File: config.mk
export PLATFORM = sky130hd
export DESIGN_NAME = bscan_chain
export DESIGN_NICKNAME = d
export VERILOG_FILES = /design/src/rtl/bscan_chain.sv
export SDC_FILE = /design/constraint.sdc
export NUM_CORES = 1
export LEC_CHECK = 0
export ABC_AREA = 1
export CORE_MARGIN = 1.5
export CORE_UTILIZATION = 30
export CTS_BUF_LIST = sky130_fd_sc_hd__clkbuf_16
export CTS_CLUSTER_DIAMETER = 40
export DETAILED_ROUTE_END_ITERATION = 8
export DONT_BUFFER_PORTS = 1
export GPL_ROUTABILITY_DRIVEN = 0
export PLACE_DENSITY = 0.45
export SETUP_SLACK_MARGIN = 0.3
export SKIP_CTS_REPAIR_TIMING = 1
export SLEW_MARGIN = 10
export SYNTH_ARGS = -nofsm -noshare
export SYNTH_HDL_FRONTEND = slang
export SYNTH_SLANG_ARGS = --single-unit
File: constraint.sdc
create_clock -name tck -period 0.9 [get_ports tck]
set_clock_uncertainty 0.2 [all_clocks]
set_input_delay 0.09 -clock tck [delete_from_list [all_inputs] [get_ports tck]]
set_output_delay 0.09 -clock tck [all_outputs]
set_load 0.03 [all_outputs]
File: src/rtl/bscan_chain.sv
module bscan_chain #(
  parameter int N_IN = 4,
  parameter int N_A  = 4,
  parameter int N_B  = 4
) (
  input  logic            tck,
  input  logic            trst_n,
  input  logic            capture_dr,
  input  logic            shift_dr,
  input  logic            update_dr,
  input  logic            bypass_sel,
  input  logic            test_mode,
  input  logic            tdi,
  output logic            tdo,
  input  logic [N_IN-1:0] pin_in,
  input  logic [N_A-1:0]  core_a,
  input  logic            core_oe_a,
  input  logic [N_B-1:0]  core_b,
  input  logic            core_oe_b,
  output logic [N_A-1:0]  pin_a,
  output logic            oe_a,
  output logic [N_B-1:0]  pin_b,
  output logic            oe_b
);
  localparam int LEN  = N_IN + N_A + N_B + 2;
  localparam int NCTL = LEN - N_IN;
  localparam int U_A  = 1;
  localparam int U_OEB = N_A + 1;
  localparam int U_B  = N_A + 2;

  logic [LEN-1:0]  sr;
  logic [LEN-1:0]  cap;
  logic [NCTL-1:0] upd;
  logic            byp;

  // chain order from tdo: inputs, A enable, A data, B enable, B data
  assign cap = {core_b, core_oe_b, core_a, core_oe_a, pin_in};

  always_ff @(posedge tck or negedge trst_n)
    if (!trst_n)         sr <= '0;
    else if (capture_dr) sr <= cap;
    else if (shift_dr)   sr <= {tdi, sr[LEN-1:1]};

  always_ff @(posedge tck or negedge trst_n)
    if (!trst_n)         byp <= 1'b0;
    else if (capture_dr) byp <= 1'b0;
    else if (shift_dr)   byp <= tdi;

  // only controlling cells own a latch
  always_ff @(negedge tck or negedge trst_n)
    if (!trst_n)        upd <= '0;
    else if (update_dr) upd <= sr[LEN-1:N_IN];

  assign tdo   = bypass_sel ? byp : sr[0];
  assign oe_a  = test_mode ? upd[0]         : core_oe_a;
  assign pin_a = test_mode ? upd[U_A +: N_A] : core_a;
  assign oe_b  = test_mode ? upd[U_OEB]     : core_oe_b;
  assign pin_b = test_mode ? upd[U_B +: N_B] : core_b;
endmodule

==> metrics.md, run 1 <==
| Metric | Value |
|---|---|
| Outcome | `complete, but fails checks` |
| Failing checks | `hold timing, setup timing` |
| GRT overflow | `0` |
| H-tree levels | `1` |
| Final setup viols | `32` |
| Core Area | `0.00372 mm2` |
| Worst Reg-to-Reg Cells | `2` |
| Area grow syn2layout | `43.7%` |
| RR Startpoint | `sr[6]$_DFFE_PN0P_` |
| Yosys top cell by area | `dfrtp_1` |
| Initial antenna violation count | `0` |
| CTS max path bufs | `2` |
| Mapped Nets | `about 170` |
| Final worst slack | `-817 ps` |
| Root Buffer | `clkbuf_16` |
| DP Cell Count | `about 200` |
| Worst rel slew slack | `79.4%` |
| Vias | `roughly 1000` |
| Crit-path cells | `inv_2 -> a21oi_4` |
| Final instance area | `between 0.0015 and 0.002 mm2` |
| GR Util All Layers | `14.3%` |
| Post-synthesis cell type count | `14` |
| Crit path launch type | `flop` |
| Leading cell type in the layout, fill and taps excluded | `nand2_1` |
| Worst Path Required | `610 ps` |
| Pwr Density | `~1700 mW/mm2` |
| Reg2reg setup slack | `-410 ps` |
| Max incr delay on CP | `about 400 ps` |
| Cell count after synthesis | `~150` |
| Die Ht | `between 60 and 70 um` |
| Slowest CP cell | `dfrtn_1` |
| Largest net degree at the start of global routing | `26` |
| Die area | `0.00433 mm2` |
| Layout cells sized above 1 | `about 45%` |
| Number of routed nets with antenna violations | `0` |
| CTS clk-pin slew, worst paths | `approximately 60 ps` |
| Leak | `0.000790 uW` |
| I/O pin cnt | `33` |
| Fin. Hold Viols | `40` |
| Seq/Total Area, Yosys | `around 53%` |
| Fin. max-slew vios | `0` |
| Util after Layout | `between 40 and 50%` |
| Post-synth design cell area | `0.00118 mm2` |
| Least-Margin Pin Slew | `slightly above 300 ps` |
| Layout Nets | `roughly 180` |
| Detailed Route Iter0 Violations | `48` |
| Most frequent cells in the layout | `34 x nand2_1, 19 x nand3_2, 15 x dfrtp_1` |
| First-pass GRT wire length | `between 4000 and 5000 um` |
| Placed inst area | `0.00141 mm2` |
| Starting Density | `a little under a third` |
| Unrepaired setup endpoints after global routing | `true` |
| Port Buf Inserts | `0` |
| TritonCTS buffer count | `3` |
| Synth top area cells | `dfrtp_1 32%, dfrtn_1 21%, nand2_1 13%` |
| Worst-Skew Late Latency | `260 ps` |
| Final cell count without fillers | `just over 200` |
| DRC viols | `0` |
| Hold slack | `-678 ps` |
| WL final | `approximately 2900 um` |
| Diode count | `0` |
| Die W | `65.8 um` |
| Crit Path Category | `flop to primary output` |
| Max-cap check violation count | `0` |
| Vias per std cell | `4.87` |
| DRT Pass-1 Iters | `4` |
| Worst Setup SP | `upd[2]$_DFFE_NN0P_` |
| Row count | `22` |
| TritonCTS clock tree | `done` |
| Post-DP HPWL | `around 1900 um` |
| Critical-path maximum fanout | `2` |
| Pre-CTS setup slack | `-513 ps` |
| WL/cell | `approximately 14 um` |
| Vias in the first global route | `1076` |
| Crit end category | `primary output` |
| Yosys top cell area share | `31.7%` |
| Worst EP arrival | `1430 ps` |
| Max VDD drop | `568 uV` |
| CTS Sinks | `25` |
| Worst Hold Class | `input port to async pin` |
| Avg Cell Area, Syn | `8.04 um2` |
| Reg2reg end | `upd[2]$_DFFE_NN0P_` |
| Synth Register Bits | `25` |
| Setup total negative slack | `-13330 ps` |
| Syn. warnings | `0` |
## power by group
| group | internal [uW] | total (uW) | switching (uW) |
|---|---|---|---|
| registers | 1250 | 1310 | 64.1 |
| clock network | 599 | 991 | 392 |
| logic | 295 | 653 | 357 |
| total | 2140 | 2960 | 814 |
## metal layers
metal	GRT usage (%)	up-vias	routed length, um
met3	2.73	2	119
li1	-	499	-
met2	23.9	17	1310
met4	5.47	0	18
met1	18.3	491	1400
met5	0	-	0
## worst max-delay path: cells and delay by family, from the launching register on
family,cells,cell delay [ps]
flip-flops,1,400
AO/OA/AOI/OAI,1,240
buffers and inverters,1,50
## worst max path at each step
stage	endpoint	slack (ps)	depth (start not counted)
3_5_place_dp	oe_a	-510	2
3_3_place_gp	pin_b[2]	-510	2
5_1_grt	pin_a[1]	-860	2
4_1_cts	oe_a	-820	2
2_1_floorplan	oe_a	-490	2
6_report	pin_a[1]	-820	2
## through the flow
stage                     hold WS (ps)  total power [uW]
after floorplan                   -406              1770
after global placement            -405              1830
after detailed placement          -404              1840
after CTS                         -685              2850
after global routing              -690              3110
final                             -678              2960
## cells in the mapped netlist
cell type  count
nor2_4         1
a21oi_1       10
buf_2          3
nor2_1        10
buf_6          3
nand3_1       28
buf_4          1
inv_1         11
inv_2          1
dfrtn_1       10
o21ai_0       11
nand2_1       41
clkbuf_1       2
dfrtp_1       15
## flip-flops by register name, indices dropped and copies added, names as in the netlist
signal / cells
byp: 1
sr: 14
upd: 10
## cell type report
| type | count | area, um2 |
|---|---|---|
| clock buffer | 3 | 75.1 |
| sequential | 25 | 626 |
| timing repair buffer | 17 | 189 |
| clock inverter | 1 | 5.00 |
| tap | 48 | 60.1 |
| inverter | 12 | 45.0 |
| multi-input combinational | 101 | 699 |
| fill | 383 | 2020 |
## logic make-up after synthesis
logic type             synth area share (%)
buffers and inverters                  9.21
AND/OR/NAND/NOR                        29.0
flip-flops                             52.9
AO/OA/AOI/OAI                          8.89
Note: power is estimated with default switching activity, not from simulation.
==> run 2, diff against run 1 <==
- SETUP_SLACK_MARGIN: 0.3 -> 0.15
- clock period: 0.9 -> 2.2 ns (I/O delays scaled with it)
==> run 2 against run 1 <==
Core utilization fell by 2.2 points. Via count rose by 5.1%. Combinational power fell by 66%. Die area did not move. Routed wire length rose by 7.1%. Non-clock buffer count rose by 8. Critical endpoint is now oe_a. The flow finishes with violations (setup timing). Total power fell by 60%. Sequential share of layout area rose by 1.9 points. Sequential cell count did not move. Final cell count rose by 3.9%. Register-to-register slack improved by 630 ps.
==> metrics.md, run 2 (synthesis results as in run 1) <==
| Metric | Value |
|---|---|
| H-tree levels | `1 (unchanged)` |
| Initial antenna violation count | `0 (unchanged)` |
| First-pass GRT wire length | `4420 um (-7.6%)` |
| Crit Path Category | `flop to primary output` |
| Area grow syn2layout | `36.8%` |
| Vias in the first global route | `945 (-12%)` |
| Switch share | `28.2% (+0.66 points)` |
| Clock network fraction of total power | `35.1% (+1.6 points)` |
| Detailed Route Iter0 Violations | `52 (+8.3%)` |
| RR Startpoint | `sr[7]$_DFFE_PN0P_` |
| Fin. max-slew vios | `0 (unchanged)` |
| Metal-1 WL | `1340 um (-4.7%)` |
| GR Util All Layers | `13.7% (-0.65 points)` |
| Die W | `65.8 um (unchanged)` |
| Comb pwr share | `18.8% (-3.3 points)` |
| CTS Sinks | `25 (unchanged)` |
| TritonCTS clock tree | `done` |
| Die area | `0.00433 mm2 (unchanged)` |
| Placed inst area | `0.00130 mm2 (-7.6%)` |
| Reg2reg setup slack | `220 ps (+630 ps)` |
| Reg2reg end | `upd[3]$_DFFE_NN0P_` |
| CTS clk-pin slew, worst paths | `70 ps (about the same)` |
| Sequential share of power | `46.1% (+1.7 points)` |
| Worst rel slew slack | `48.9% (-30 points)` |
| Routed wl met3 | `186 um (+56%)` |
| Most frequent cells in the layout | `41 x nand2_1, 28 x nand3_1, 24 x dlygate4sd3_1` |
| P_int | `841 uW (-61%)` |
| Outcome | `complete, but fails checks` |
| Slowest CP cell | `dfrtn_1` |
| DP Cell Count | `187 (-5.6%)` |
| GRT overflow | `0 (unchanged)` |
| CTS max path bufs | `2 (unchanged)` |
| Pre-CTS setup slack | `-11.1 ps (+502 ps)` |
| Vias | `1060 (+5.1%)` |
| DRT Pass-1 Iters | `4 (unchanged)` |
| Worst EP arrival | `2100 ps (+670 ps)` |
| Post-DP HPWL | `1820 um (-3.3%)` |
| Util after Layout | `43.5% (-2.2 points)` |
| Core Area | `0.00372 mm2 (unchanged)` |
| Root Buffer | `clkbuf_16` |
| Fin. Hold Viols | `0 (-100%)` |
| Crit end category | `primary output` |
| Max-cap check violation count | `0 (unchanged)` |
| Die Ht | `65.8 um (unchanged)` |
| Worst Path Required | `1780 ps (+1170 ps)` |
| Final setup viols | `10 (-69%)` |
| Hold EP | `sr[1]$_DFFE_PN0P_` |
| I/O pin cnt | `33 (unchanged)` |
| Diode count | `0 (unchanged)` |
| Final cell count without fillers | `215 (+3.9%)` |
| Unrepaired setup endpoints after global routing | `true` |
| Starting Density | `31.8% (unchanged)` |
| Max VDD drop | `241 uV (-58%)` |
| DRC viols | `0 (unchanged)` |
| Largest net degree at the start of global routing | `26 (unchanged)` |
| Crit path launch type | `flop` |
| Failing checks | `setup timing` |
| Final worst slack | `-319 ps (+497 ps)` |
| Cell depth of the worst min-delay path | `3` |
| Psw | `330 uW (-59%)` |
| Biggest register | `sr` |
| Uppermost layer routed | `met4` |
| Final instance area | `0.00162 mm2 (-4.8%)` |
| WL/cell | `14.2 um (+3.1%)` |
| Layout cells sized above 1 | `15.6% (-29 points)` |
| Worst Reg-to-Reg Cells | `2 (unchanged)` |
| WL final | `3050 um (+7.1%)` |
| Setup total negative slack | `-2950 ps (+10390 ps)` |
| Port Buf Inserts | `0 (unchanged)` |
| Max FFs per register | `14 (unchanged)` |
| Routed wl met2 | `1480 um (+13%)` |
| Pwr Density | `724 mW/mm2 (-58%)` |
| Vias per std cell | `4.93 (+1.1%)` |
| Row count | `22 (unchanged)` |
| Critical-path maximum fanout | `2 (unchanged)` |
| Leading cell type in the layout, fill and taps excluded | `nand2_1` |
| HP Start | `capture_dr` |
| Layout Nets | `190 (+4.4%)` |
| Number of routed nets with antenna violations | `0 (unchanged)` |
| TritonCTS buffer count | `3 (unchanged)` |
| Crit-path cells | `inv_2 -> a21oi_4` |
| Worst Hold Class | `input port to flop` |
| Leak | `0.000701 uW (-11%)` |
| Worst-Skew Late Latency | `260 ps (about the same)` |
| Least-Margin Pin Slew | `764 ps (+455 ps)` |
| Max incr delay on CP | `400 ps (about the same)` |
| Largest regs | `sr: 14 flops, upd: 10 flops, byp: 1 flops` |
run 2: power by group through the flow:
stage          registers [uW]  logic (uW)  clock network [uW]
2_1_floorplan             542         179                   0
3_3_place_gp              548         168                   0
3_5_place_dp              549         172                   0
4_1_cts                   541         173                 421
5_1_grt                   547         242                 437
6_report                  541         220                 411
run 2: area by class of cell:
class | count | area, um2
fillers | 387 | 2100
multi-input cells | 101 | 561
repair buffers | 25 | 248
flip-flops and latches | 25 | 626
clock inverters | 1 | 3.75
well taps | 48 | 60.1
inverters | 12 | 45.0
clock buffers | 3 | 75.1
run 2: per-stage QoR:
| step | power, uW | hold slack, ps |
|---|---|---|
| final | 1170 | 53.9 |
| after CTS | 1130 | -557 |
| after global routing | 1230 | 73.9 |
| after floorplan | 721 | -276 |
| after detailed placement | 721 | -274 |
| after global placement | 716 | -275 |
run 2: worst max path at each step:
stage,from,to,slack (ps),cells past startpoint
final,upd[0]$_DFFE_NN0P_,oe_a,-320,2
after detailed placement,upd[0]$_DFFE_NN0P_,oe_a,-10,2
after global placement,upd[0]$_DFFE_NN0P_,oe_a,-0.4,2
after global routing,upd[0]$_DFFE_NN0P_,oe_a,-350,2
after CTS,upd[0]$_DFFE_NN0P_,oe_a,-320,2
after floorplan,upd[0]$_DFFE_NN0P_,oe_a,30,2
run 2: critical path, delay by kind of cell (launching register included):
family / cells / cell delay [ps]
buf+inv: 1 / 50
flops: 1 / 400
compound gates: 1 / 260
run 2: routing by layer:
layer	track usage [%]	up-vias
met5	0	-
li1	-	518
met1	16.3	504
met4	5.47	0
met3	2.90	5
met2	23.7	33
